File: config.mk
export PLATFORM = sky130hd
export DESIGN_NAME = rxbuf_status
export DESIGN_NICKNAME = d
export VERILOG_FILES = /design/src/rtl/rxbuf_pkg.sv /design/src/rtl/rxbuf_data.sv /design/src/rtl/rxbuf_flag.sv /design/src/rtl/rxbuf_status.sv
export SDC_FILE = /design/constraint.sdc
export NUM_CORES = 1
export LEC_CHECK = 0
export BUFFER_PORTS_ARGS = -buffer_cell sky130_fd_sc_hd__buf_2
export CAP_MARGIN = 20
export CORE_AREA = 2 2 43 45
export CTS_CLUSTER_DIAMETER = 120
export DETAILED_ROUTE_END_ITERATION = 8
export DIE_AREA = 0 0 45 47
export REMOVE_ABC_BUFFERS = 1
export SYNTH_ARGS = -nofsm -noshare
export SYNTH_HDL_FRONTEND = slang
export SYNTH_HIERARCHICAL = 1
export SYNTH_SLANG_ARGS = --single-unit
File: constraint.sdc
create_clock -name clk_i -period 1.2 [get_ports clk_i]
set_input_delay 0.06 -clock clk_i [delete_from_list [all_inputs] [get_ports clk_i]]
set_output_delay 0.06 -clock clk_i [all_outputs]
set_load 0.01 [all_outputs]
File: src/rtl/rxbuf_pkg.sv
package rxbuf_pkg;
  localparam int unsigned NUM_FLAGS = 3;
  typedef enum int unsigned {
    FLAG_PEND = 0,
    FLAG_OVR  = 1,
    FLAG_FRM  = 2
  } flag_idx_e;
endpackage

File: src/rtl/rxbuf_data.sv
module rxbuf_data #(
  parameter int unsigned DATA_W  = 8,
  parameter int unsigned SHORT_W = 7
) (
  input  logic              clk_i,
  input  logic              rst_ni,
  input  logic              srst_i,
  input  logic              load_i,
  input  logic [DATA_W-1:0] data_i,
  input  logic              short_i,
  output logic [DATA_W-1:0] data_o
);
  localparam logic [DATA_W-1:0] SHORT_MASK = {{(DATA_W-SHORT_W){1'b0}}, {SHORT_W{1'b1}}};

  logic [DATA_W-1:0] q;
  logic [DATA_W-1:0] mask;

  assign mask = short_i ? SHORT_MASK : '1;

  always_ff @(posedge clk_i or negedge rst_ni) begin
    if (!rst_ni)     q <= '0;
    else if (srst_i) q <= '0;
    else if (load_i) q <= data_i & mask;
  end

  // mode can change after the load, so mask the output as well
  assign data_o = q & mask;
endmodule

File: src/rtl/rxbuf_flag.sv
module rxbuf_flag (
  input  logic clk_i,
  input  logic rst_ni,
  input  logic srst_i,
  input  logic set_i,
  input  logic wr_i,
  input  logic wdata_i,
  input  logic clr_i,
  output logic q_o
);
  // priority: soft reset > hardware set > cpu write > read clear
  always_ff @(posedge clk_i or negedge rst_ni) begin
    if (!rst_ni)     q_o <= 1'b0;
    else if (srst_i) q_o <= 1'b0;
    else if (set_i)  q_o <= 1'b1;
    else if (wr_i)   q_o <= wdata_i;
    else if (clr_i)  q_o <= 1'b0;
  end
endmodule

File: src/rtl/rxbuf_status.sv
module rxbuf_status
  import rxbuf_pkg::*;
#(
  parameter int unsigned DATA_W  = 8,
  parameter int unsigned SHORT_W = 7
) (
  input  logic              clk_i,
  input  logic              rst_ni,
  input  logic              soft_rst_i,
  input  logic              load_i,
  input  logic [DATA_W-1:0] load_data_i,
  input  logic              seven_bit_i,
  input  logic              sel_edge_i,
  input  logic              rd_i,
  input  logic              flag_wr_i,
  input  logic [2:0]        flag_wdata_i,
  output logic [DATA_W-1:0] data_o,
  output logic              irq_o,
  output logic              ovr_o,
  output logic              frm_o
);
  logic [NUM_FLAGS-1:0] flag_set;
  logic [NUM_FLAGS-1:0] flag_q;

  rxbuf_data #(
    .DATA_W (DATA_W),
    .SHORT_W(SHORT_W)
  ) data_i (
    .clk_i  (clk_i),
    .rst_ni (rst_ni),
    .srst_i (soft_rst_i),
    .load_i (load_i),
    .data_i (load_data_i),
    .short_i(seven_bit_i),
    .data_o (data_o)
  );

  // a read in the same cycle consumes the old word, so no overrun
  always_comb begin
    flag_set           = '0;
    flag_set[FLAG_PEND] = load_i;
    flag_set[FLAG_OVR]  = load_i & flag_q[FLAG_PEND] & ~rd_i;
    flag_set[FLAG_FRM]  = sel_edge_i;
  end

  for (genvar g = 0; g < NUM_FLAGS; g++) begin : g_flag
    rxbuf_flag flag_i (
      .clk_i  (clk_i),
      .rst_ni (rst_ni),
      .srst_i (soft_rst_i),
      .set_i  (flag_set[g]),
      .wr_i   (flag_wr_i),
      .wdata_i(flag_wdata_i[g]),
      .clr_i  (rd_i),
      .q_o    (flag_q[g])
    );
  end

  assign irq_o = flag_q[FLAG_PEND];
  assign ovr_o = flag_q[FLAG_OVR];
  assign frm_o = flag_q[FLAG_FRM];
endmodule

==> Flow_metrics.wiki <==
{| class="wikitable"
! Metric !! Value
|-
| Status || finished clean
|-
| Total standard cell area after synthesis || 533.0 µm²
|-
| Buffers and inverters on the worst path || 1
|-
| Portion of netlist area occupied by mux cells || 13.15%
|-
| Share of total power in combinational logic || roughly 16%
|-
| Quantity of gates resized following cts || 0
|-
| Critical Path Source Type || flop
|-
| Remaining global-route overflow || 0
|-
| Least-Margin Pin Slew || 257.8 ps
|-
| Sw Share || 24.55%
|-
| Fraction of layout instances using a drive strength above 1 || 45.21%
|-
| Setup violation total in the final timing report || 0
|-
| Cell internal pwr || 0.0005801 W
|-
| Minimum setup slack in the final design || 252.1 ps
|-
| Crit path cell chain || nor2b_1, buf_2
|-
| Antenna Violating Nets Remaining || 0
|-
| Final cycle utilization of the critical path || between 70% and 80%
|-
| Die Outline Area || 0.002115 mm²
|-
| Highest-count cells in the layout ignoring fill and taps || sky130_fd_sc_hd__buf_2 (29), sky130_fd_sc_hd__dfrtp_1 (11), sky130_fd_sc_hd__mux2i_1 (7), sky130_fd_sc_hd__nor2_1 (7), sky130_fd_sc_hd__a21oi_1 (6)
|-
| Final-report hold violation count || 0
|-
| Area occupied by multi-input gates || 190.2 µm²
|-
| Root buf cell || sky130_fd_sc_hd__clkbuf_4
|-
| Drt drc || 0
|-
| Library cell contributing the largest single delay on the critical path || sky130_fd_sc_hd__dfrtp_1
|-
| Count of filler cells inserted in the layout || 181
|-
| Global-route wire length before repair || 1669 µm
|-
| Average cell area after synthesis || 11.10 µm²
|-
| Die height || 47 µm
|-
| Synth-to-Final Area Change || 25.35%
|-
| FMAX || 1055 MHz
|-
| Count of yosys warnings during synthesis || 6
|-
| Category of the most critical setup path || reg -> out
|-
| Basic-gate share of the synthesized area counting and, or, nand and nor cells || 15.26%
|-
| Die span in x || 45 µm
|-
| Core Area || approximately 0.0017 mm²
|-
| Max-slew violation count || 0
|-
| TritonRoute pass-1 iters || 3
|-
| Setup TNS || 0 ps
|-
| Proportion of synthesized chip area in sequential cells || 51.64%
|-
| Crit path largest cell delay || 370 ps
|-
| Setup repair after global routing missed its margin || false
|-
| Worst slew slack as a fraction of its limit || 82.82%
|-
| Largest net degree at the start of global routing || 12
|-
| Routability Congestion || 0.6253
|-
| Total routing usage reported by global routing || between 10 and 15%
|-
| Number of I/O port buffers || 29
|-
| Power density cells || 1151 mW/mm²
|-
| Critical Path Sink Type || output pin
|-
| CP Data Required Time || between 1000 and 1500 ps
|-
| Area taken by flip-flops and latches || 275.3 µm²
|-
| Placement row count || 15
|-
| I/O pin count || 30
|-
| Post-Route Utilization || 40.45%
|-
| Min Hold Slack || roughly 42 ps
|-
| Part of the total power dissipated in the clock network || 32.0%
|-
| Share of the synthesized area in compound gates (AO/OA/AOI/OAI) || 7.277%
|-
| Total wire length || 1039 µm
|-
| Leakage power total || 0.3718 nW
|-
| Synth Area in XOR/XNOR || 0%
|-
| Max Cap Violations || 0
|-
| Initial antenna violation count || 0
|-
| Buffers inserted by post-CTS timing repair || 0
|-
| Arrival time of data at the critical path endpoint || 890 ps
|-
| Area share of the largest cell type after synthesis || 51.64%
|-
| Vias in the first global route || 395
|-
| Register bit count reported by yosys || 11
|-
| CTS tree || yes
|-
| Initial standard-cell utilization of the core || 32.27%
|-
| Leading area contributor after synthesis || sky130_fd_sc_hd__dfrtp_1
|-
| Vias || just over 400
|-
| Net count, final || 93
|-
| DR vias/cell || about 4.5
|-
| Worst min-delay path category || in -> reg
|-
| Clock buffer count from CTS || 3
|-
| Worst slack after detailed placement || ~310 ps
|-
| Synth Instances || 48
|-
| Clock transition time at the flip-flop clock pins of the worst setup and hold paths || 70 ps
|-
| Sequential Power Share || 52.2%
|-
| Maximum fanout encountered on the critical timing path || 2
|-
| Most common library cell in the layout ignoring fill and taps || sky130_fd_sc_hd__buf_2
|-
| Tmin final || around 950 ps
|-
| Clk_lat worst skew || ~260 ps
|-
| Switching power of the nets || 0.0001888 W
|-
| IR Drop Worst-Case VDD || 0.0005201 V
|-
| Adder-cell share of the synthesized area || 0%
|-
| Iteration-0 DRC Markers || 10
|-
| Average wire per cell in the routed design || 11.54 µm
|-
| Inserted Diodes || 0
|-
| Ranking of synthesized cells by area || sky130_fd_sc_hd__dfrtp_1 (52%), sky130_fd_sc_hd__mux2i_1 (13%), sky130_fd_sc_hd__buf_4 (9.9%)
|-
| Top delay family on crit path || flip-flops
|-
| Clock Sink Count || 11
|-
| Largest family of logic cells by synthesized area || simple AND/OR/NAND/NOR gates
|-
| CTS H-Tree Depth || 1
|-
| Max Clock Skew || about 0.046 ps
|-
| Post-synth cell types || 13
|-
| Max Buffers Root-to-Sink || 2
|}
-- worst min-delay path, cell delays in order --
cell and delay [ps]:
sky130_fd_sc_hd__buf_2 70, sky130_fd_sc_hd__mux2i_1 50, sky130_fd_sc_hd__nor2_1 80
-- area by class of cell --
type,instances,share of cell area (%)
Clock buffer,4,3.933
Tap cell,17,3.184
Multi-Input combinational cell,28,28.46
Sequential cell,11,41.20
Timing Repair Buffer,30,23.22
-- registers in the layout, summed over array words and instances (netlist names) --
signal	cells
data_i/q	8
g_flag.flag_i/q_o	3
-- Yosys cell counts --
library cell and n:
sky130_fd_sc_hd__nor2_1 7, sky130_fd_sc_hd__a21oi_1 6, sky130_fd_sc_hd__nand2b_1 1, sky130_fd_sc_hd__nand3b_1 1, sky130_fd_sc_hd__dfrtp_1 11, sky130_fd_sc_hd__and3b_1 1, sky130_fd_sc_hd__buf_4 7, sky130_fd_sc_hd__mux2i_1 7
sky130_fd_sc_hd__buf_6 1, sky130_fd_sc_hd__nor2b_1 1, sky130_fd_sc_hd__a21oi_2 1, sky130_fd_sc_hd__or3b_1 3, sky130_fd_sc_hd__buf_1 1
-- power by group through the flow --
stage	combinational (W)	clock (W)	sequential [W]
floorplan	0.0000353	0	0.000419
global placement	0.000120	0	0.000408
detailed placement	0.000122	0	0.000408
CTS	0.000124	0.000256	0.000402
global route	0.000134	0.000282	0.000404
finish	0.000122	0.000246	0.000402
-- repair_timing --
item,4_1_cts,5_1_grt
hold buffers,1,0
setup endpoints to repair,0,0
hold endpoints to repair,11,0
-- kinds of logic (layout without fill, tap and decap cells) --
logic type,after synthesis,count (layout)
simple gates,14,14
flops,11,11
buf+inv,9,34
compound gates,7,7
mux,7,7
-- final timing paths --
path / from / endpoint / cells after the start / slack [ps]
max: data_i/q[7] / data_o[7] / 2 / 250
min: load_data_i[3] / data_i/q[3] / 3 / 40
max reg2reg: g_flag[0].flag_i/q_o / g_flag[0].flag_i/q_o / 2 / 300
min reg2reg: data_i/q[5] / data_i/q[5] / 2 / 530
max in group asynchronous: rst_ni / g_flag[1].flag_i/q_o / 2 / 800
min in group asynchronous: rst_ni / data_i/q[2] / 2 / 190
-- through the flow --
stage          std cells   power, W  instance area [µm²]
2_1_floorplan         39  0.0004540                465.4
3_3_place_gp          85  0.0005278                631.9
3_5_place_dp          85  0.0005298                631.9
4_1_cts               90  0.0007822                668.1
5_1_grt               90  0.0008203                668.1
6_report              90  0.0007689                668.1
-- layer usage --
| layer | GRT usage [%] | wire length [µm] |
|---|---|---|
| met5 | 0 | 0 |
| met2 | 17.71 | 489 |
| met3 | 2.692 | 77 |
| met1 | 13.81 | 472 |
| met4 | 7.059 | 0 |
No activity file was read; power rests on OpenSTA's default activity.
